**config.mk**
```make
export PLATFORM = sky130hd
export DESIGN_NAME = acc_alu
export DESIGN_NICKNAME = d
export VERILOG_FILES = /design/src/rtl/acc_alu_pkg.sv /design/src/rtl/acc_alu_swap.sv /design/src/rtl/acc_alu_datapath.sv /design/src/rtl/acc_alu.sv
export SDC_FILE = /design/constraint.sdc
export NUM_CORES = 1
export LEC_CHECK = 0
export ABC_AREA = 0
export BUFFER_PORTS_ARGS = -buffer_cell sky130_fd_sc_hd__buf_4
export CORE_ASPECT_RATIO = 1.25
export CORE_MARGIN = 1.5
export CORE_UTILIZATION = 56
export DETAILED_ROUTE_END_ITERATION = 7
export PLACE_DENSITY = 0.79
export SKIP_LAST_GASP = 1
export SLEW_MARGIN = 20
export SYNTH_ARGS = -nofsm -noshare
export SYNTH_HDL_FRONTEND = slang
export SYNTH_SLANG_ARGS = --single-unit
```
**constraint.sdc**
```tcl
create_clock -name clk -period 3 [get_ports clk]
set_input_delay 0.3 -clock clk [delete_from_list [all_inputs] [get_ports clk]]
set_output_delay 0.3 -clock clk [all_outputs]
set_load 0.05 [all_outputs]
```
**src/rtl/acc_alu_pkg.sv**
```systemverilog
package acc_alu_pkg;

    localparam int FN_BITS = 4;

    typedef enum logic [FN_BITS-1:0] {
        FN_NOP  = 4'd0,
        FN_ADD  = 4'd1,
        FN_SUB  = 4'd2,
        FN_CMP  = 4'd3,
        FN_AND  = 4'd4,
        FN_OR   = 4'd5,
        FN_XOR  = 4'd6,
        FN_SHL  = 4'd7,
        FN_SHR  = 4'd8,
        FN_SWAP = 4'd9
    } fn_e;

    typedef struct packed {
        logic zero;
        logic carry;
        logic sign;
    } flags_t;

endpackage

```
**src/rtl/acc_alu_swap.sv**
```systemverilog
// Exchanges the two nibbles inside every byte of the input word.
module acc_alu_swap #(
    parameter int W = 16
) (
    input  logic [W-1:0] din,
    output logic [W-1:0] dout
);
    localparam int NBYTES = W / 8;

    for (genvar g = 0; g < NBYTES; g++) begin : g_byte
        assign dout[g*8 +: 4]     = din[g*8 + 4 +: 4];
        assign dout[g*8 + 4 +: 4] = din[g*8 +: 4];
    end

endmodule

```
**src/rtl/acc_alu_datapath.sv**
```systemverilog
// Combinational function unit: computes the result and carry, and says
// whether the accumulator and/or flags take them.
module acc_alu_datapath
    import acc_alu_pkg::*;
#(
    parameter int W = 16
) (
    input  logic [FN_BITS-1:0] func_i,
    input  logic [W-1:0]       a_i,
    input  logic [W-1:0]       b_i,
    output logic [W-1:0]       res_o,
    output logic               cout_o,
    output logic               wr_acc_o,
    output logic               wr_flg_o
);
    logic [W:0]   sum;
    logic [W:0]   diff;
    logic [W-1:0] swapped;

    assign sum  = {1'b0, a_i} + {1'b0, b_i};
    assign diff = {1'b0, a_i} - {1'b0, b_i};

    acc_alu_swap #(.W(W)) u_swap (
        .din  (a_i),
        .dout (swapped)
    );

    always_comb begin
        res_o    = a_i;
        cout_o   = 1'b0;
        wr_acc_o = 1'b0;
        wr_flg_o = 1'b0;
        case (func_i)
            FN_ADD: begin
                res_o = sum[W-1:0]; cout_o = sum[W];
                wr_acc_o = 1'b1; wr_flg_o = 1'b1;
            end
            FN_SUB: begin
                res_o = diff[W-1:0]; cout_o = diff[W];
                wr_acc_o = 1'b1; wr_flg_o = 1'b1;
            end
            FN_CMP: begin
                res_o = diff[W-1:0]; cout_o = diff[W];
                wr_flg_o = 1'b1;
            end
            FN_AND: begin
                res_o = a_i & b_i; wr_acc_o = 1'b1; wr_flg_o = 1'b1;
            end
            FN_OR: begin
                res_o = a_i | b_i; wr_acc_o = 1'b1; wr_flg_o = 1'b1;
            end
            FN_XOR: begin
                res_o = a_i ^ b_i; wr_acc_o = 1'b1; wr_flg_o = 1'b1;
            end
            FN_SHL: begin
                res_o = {a_i[W-2:0], 1'b0}; cout_o = a_i[W-1];
                wr_acc_o = 1'b1; wr_flg_o = 1'b1;
            end
            FN_SHR: begin
                res_o = {1'b0, a_i[W-1:1]}; cout_o = a_i[0];
                wr_acc_o = 1'b1; wr_flg_o = 1'b1;
            end
            FN_SWAP: begin
                res_o = swapped; wr_acc_o = 1'b1; wr_flg_o = 1'b1;
            end
            default: ;
        endcase
    end

endmodule

```
**src/rtl/acc_alu.sv**
```systemverilog
module acc_alu
    import acc_alu_pkg::*;
#(
    parameter int W = 16
) (
    input  logic               clk,
    input  logic               rst_n,
    input  logic               op_valid_i,
    input  logic [FN_BITS-1:0] func_i,
    input  logic [W-1:0]       operand_i,
    output logic [W-1:0]       acc_o,
    output logic               zero_o,
    output logic               carry_o,
    output logic               sign_o
);
    typedef struct packed {
        logic [W-1:0] acc;
        flags_t       flg;
    } state_t;

    state_t       state_d, state_q;
    logic [W-1:0] res;
    logic         cout;
    logic         wr_acc;
    logic         wr_flg;

    acc_alu_datapath #(.W(W)) u_dp (
        .func_i   (func_i),
        .a_i      (state_q.acc),
        .b_i      (operand_i),
        .res_o    (res),
        .cout_o   (cout),
        .wr_acc_o (wr_acc),
        .wr_flg_o (wr_flg)
    );

    always_comb begin
        state_d = state_q;
        if (op_valid_i) begin
            if (wr_acc) begin
                state_d.acc = res;
            end
            if (wr_flg) begin
                state_d.flg.zero  = (res == '0);
                state_d.flg.carry = cout;
                state_d.flg.sign  = res[W-1];
            end
        end
    end

    always_ff @(posedge clk) begin
        if (!rst_n) begin
            state_q <= '0;
        end else begin
            state_q <= state_d;
        end
    end

    assign acc_o   = state_q.acc;
    assign zero_o  = state_q.flg.zero;
    assign carry_o = state_q.flg.carry;
    assign sign_o  = state_q.flg.sign;

endmodule

```
# After elaboration in Yosys (flattened, before gate mapping)
# Index checks and enable logic that the tools add are counted.
# Widths: inputs -> output; s select.
# totals
regBits,19
latchBits,0
ramBits,0
romBits,0
input_bits,23
elab_cells,28
memories,0
# classes
addsub,2
mul,0
div_mod_pow,0
magnitude_cmp,0
eq_ne,9
shifts,0
muxes,4
bitwise_logic,3
n_reduce_logical,6
# op_table
op,n
$pmux 16 s8,1
$add 16x16->17,1
$sub 16x16->17,1
$and 16x16->16,1
$eq 4x3->1 const B,4
$logic_not 16->1,1
$or 16x16->16,1
$xor 16x16->16,1
$reduce_or 9->1,1
$eq 4x2->1 const B,2
$eq 4x4->1 const B,2
$reduce_or 8->1,1
$eq 4x1->1 const B,1
$pmux 1 s4,1
$reduce_and 2->1,2
$mux 1,2
$reduce_or 2->1,1

# Longest topological paths before layout
# logic_depth
word_depth,4
mapped_depth,14
ltp_nobuf,14

# Modules after synthesis
# A second synthesis with hierarchy kept.
# unflattened
cells_unflattened,602
area_unflattened_um2,4179.0
# modules_own_cells
module,n_inst,cells_each,area_per_inst_um2,seq_area_each_um2
acc_alu_datapath,1,497,3325.7,0.0
acc_alu,1,89,733.2,380.4
acc_alu_swap,1,16,120.1,0.0

# Least setup slack after synthesis
# OpenSTA, ideal clock, no wires.
# synth_path
kind,register -> register
start,"register state_q, in the netlist acc_o[0]"
end,"register state_q, in the netlist zero_o"
setup_ns,0.085
arrival_time_ns,3.173
path_slack_ns,-0.257
path_stages_with_launch,13
period_less_slack_ns,3.257
path_cell_list,dfxtp_1 ha_1 inv_1 fa_1 and2b_1 o2111ai_1 a21o_1 a211oi_1 o31ai_1 nor3b_1 a2111oi_4 and3b_1 o31ai_2
# synth_via
elab_chain_cells,3
word_cells_on_any_way,7
cone_classes,2 x add/sub; 1 x mux; 3 x bitwise; 1 x reduce/logical
# synth_rtl
item,line_no,text
start: declaration,acc_alu.sv:21,"state_t state_d, state_q;"
start signal: assignment,acc_alu.sv:55,state_q <= state_d;
"$sub 16x16->17, or another cell as far along",acc_alu_datapath.sv:21,"assign diff = {1'b0, a_i} - {1'b0, b_i};"
$pmux 16 s8 (*),acc_alu_datapath.sv:33,case (func_i)
$logic_not 16->1 (*),acc_alu.sv:44,state_d.flg.zero = (res == '0);
# Every way passes the cells marked *; elsewhere a longest branch is shown, timed or not.
# A chain may end at the register's enable or synchronous reset.

# Final worst setup path
# Same ends and word-level chain as after synthesis.

==> metrics.md <==
| Metric | Value |
|---|---|
| Outcome | `finished with violations` |
| Failing checks | `setup timing` |
| Pwr Total | `0.00148 W` |
| Die Y | `98.5 um` |
| Clk buf depth | `2` |
| GR Overflow Total | `0` |
| Synth area leader | `ha_1` |
| Clk slew on worst S/H paths | `0.09 ns` |
| Pin count of the biggest net entering global routing | `21` |
| Synth warn | `0` |
| Synthesized cell area | `0.00408 mm^2` |
| Logic pwr share | `66.6%` |
| Hold WC Path Type | `in -> reg` |
| CP delay by family, top | `compound AO/OA/AOI/OAI gates` |
| Net count, final | `767` |
| Port bufs | `41` |
| Antenna violations before repair | `0` |
| Critical path arrival | `3.21 ns` |
| Int Power | `0.000782 W` |
| Setup Crit Path Kind | `reg -> reg` |
| Buf/Inv on CP | `4` |
| Final period util | `100%` |
| Hold slack | `0.380 ns` |
| Mapped Cells | `574` |
| Final hold vios | `0` |
| I/O pin cnt | `42` |
| CTS Buf Count | `3` |
| ANT nets after route | `0` |
| Synth top area cells | `ha_1 (16%), dfxtp_1 (9.3%), a21oi_1 (5.9%)` |
| Tot GR Track Use | `40.5%` |
| FF/Latch Area | `395 um^2` |
| Chip Width | `79.4 um` |
| Power per standard cell area | `273 mW/mm^2` |
| Hold Buf Count CTS | `0` |
| VDD IR max | `0.255 mV` |
| Worst EP required | `3.20 ns` |
| Critical path's largest stage delay | `0.38 ns` |
| Worst path cell trace | `inv_4 -> ha_4 -> inv_2 -> fa_2 -> nand2b_4 -> a211oi_4 -> a2111o_1 -> a21oi_2 -> buf_4 -> buf_4 -> o21bai_1 -> a21oi_2 -> mux2i_1 -> a2bb2oi_2 -> nand4b_1 -> o31ai_2` |
| Initial core utilization | `58.2%` |
| Leakage | `2.54 nW` |
| Clock sink total | `19` |
| Library cells used by synthesis | `79` |
| Worst-margin pin slew | `0.616 ns` |
| Die area | `0.00782 mm^2` |
| Number of global-route vias before repair | `4953` |
| Synth async-reset ratio | `0%` |
| Via-to-Cell Ratio | `6.70` |
| Ratio of cells with drive above 1 in the final layout | `31.6%` |
| Flop-to-flop setup slack | `-0.005 ns` |
| Worst rel slew slack | `58.4%` |
| Vias post-DR | `5226` |
| Max-cap violation count | `0` |
| Root buf cell | `clkbuf_8` |
| Final core utilization | `77.3%` |
| Syn_nets | `650` |
| WL/cell | `21.1 um` |
| Leading post-synthesis cells by instance count | `nand2_1 (56), ha_1 (51), a21oi_1 (48), inv_1 (48), nor2_1 (38)` |
| EDFF count, synth | `0` |
| CP startpoint kind | `register` |
| DRC viols | `0` |
| Sequential area share after synthesis | `9.31%` |
| Setup crit end kind | `register` |
| Area of the multi-input gates | `0.00351 mm^2` |
| DR pass1 iterations | `8` |
| Max Freq | `333 MHz` |
| Post-DP Area | `0.00509 mm^2` |
| # fillers | `561` |
| Core area | `0.00702 mm^2` |
| Area growth syn-to-layout | `32.8%` |
| First-pass GRT wire length | `24.9 mm` |
| CTS H-tree lvls | `1` |
| Row cnt | `34` |
| CP max-delay cell | `a2111o_1` |
| Sequential power share | `19.3%` |
| CTS tree | `yes` |
| Final setup vio count | `1` |
| CP Max Fanout | `3` |
| Tmin final | `3.00 ns` |
| Unrepaired setup endpoints after global routing | `yes` |
| Predominant post-synthesis flop cell | `dfxtp_1` |
| Syn avg cell area | `7.11 um^2` |
| Worst skew pair latency | `0.27 ns` |
| Finished Cell Area | `0.00542 mm^2` |
| Fin worst setup slack | `-0.00468 ns` |
| Sw Ratio | `47.2%` |
| HPWL Detailed | `12.2 mm` |
| RePlAce Congestion | `1.08` |
| Share of the synthesized area in the top cell type | `15.6%` |
| Antenna Cells | `0` |
| Top-count cell post-synth | `nand2_1` |
| Worst Clk Skew | `0.00499 ns` |
| Register bit total from synthesis | `19` |
| WL final | `16.5 mm` |
| Initial DRC count | `646` |
| Clock share of power | `14.0%` |
| Slew Viols, Final | `0` |
| Switch Pwr | `0.000699 W` |
-- timing repair --
item,4_1_cts,5_1_grt
resized for setup,15,29
endpoints found under the setup margin,4,9
hold endpoints to repair,0,0
buffers inserted,3,9
pin swaps,11,29
-- layer usage --
metal	wire [um]	global-route usage [%]	vias up
met4	1190	22.1	0
met1	6000	47.5	2403
li1	-	-	2308
met3	1400	5.00	120
met2	7900	70.5	395
met5	0	0	-
-- cells by family (layout without fill, tap and decap cells) --
group / Yosys count / count (layout) / synth area share, %
xor gates and xnor gates: 10 / 10 / 2.14
AOI/OAI and AO/OA: 201 / 201 / 34.9
adders and majority gates: 53 / 53 / 16.6
and+or+nand+nor: 189 / 189 / 23.7
DFF: 19 / 19 / 9.31
buffers and inverters: 90 / 206 / 9.90
muxes: 12 / 12 / 3.43
-- registers in the layout (all words and copies together), names as in the netlist --
| register | count |
|---|---|
| sign_o | 1 |
| acc_o | 16 |
| carry_o | 1 |
| zero_o | 1 |
-- final timing paths --
check             startpoint        to  cells after the start
hold reg to reg       zero_o    zero_o                      2
setup reg to reg    acc_o[0]    zero_o                     16
setup / recovery    acc_o[0]    zero_o                     16
hold / removal         rst_n  acc_o[1]                      2
-- cell type report --
cell class                      count  share of cell area [%]
Timing Repair Buffer              153                    21.7
Sequential cell                    19                    7.29
Clock buffer                        4                   0.830
Inverter                           49                    3.44
Multi-Input combinational cell    465                    64.7
Tap cell                           90                    2.08
-- stage by stage --
stage	cells	TNS [ns]	worst slack, ns
floorplan	574	0	0.0160
global placement	766	-0.116	-0.116
detailed placement	766	-0.355	-0.182
CTS	772	-0.0647	-0.0647
global route	780	-0.193	-0.103
finish	780	-0.00468	-0.00468
-- power groups by stage --
stage,clock (W),combinational (W),sequential [W]
2_1_floorplan,0,0.000479,0.000355
3_3_place_gp,0,0.000865,0.000291
3_5_place_dp,0,0.000877,0.000291
4_1_cts,0.000204,0.000902,0.000285
5_1_grt,0.000210,0.00105,0.000288
6_report,0.000208,0.000986,0.000286
-- cells in the final DEF, fill, tap and decap left out, drive strengths merged, types with 6 or more instances in the layout --
cell,count
nor2b,14
buf,153
a32oi,6
nor2,39
nand2b,16
a211oi,12
mux2i,8
ha,51
nor3,16
dfxtp,19
a21o,9
xnor2,6
nand3,16
a21oi,50
o22ai,10
a31oi,7
inv,49
a21boi,8
o31ai,7
o21ai,35
o211a,8
nand2,56
Power figures use the tool's default switching activity.
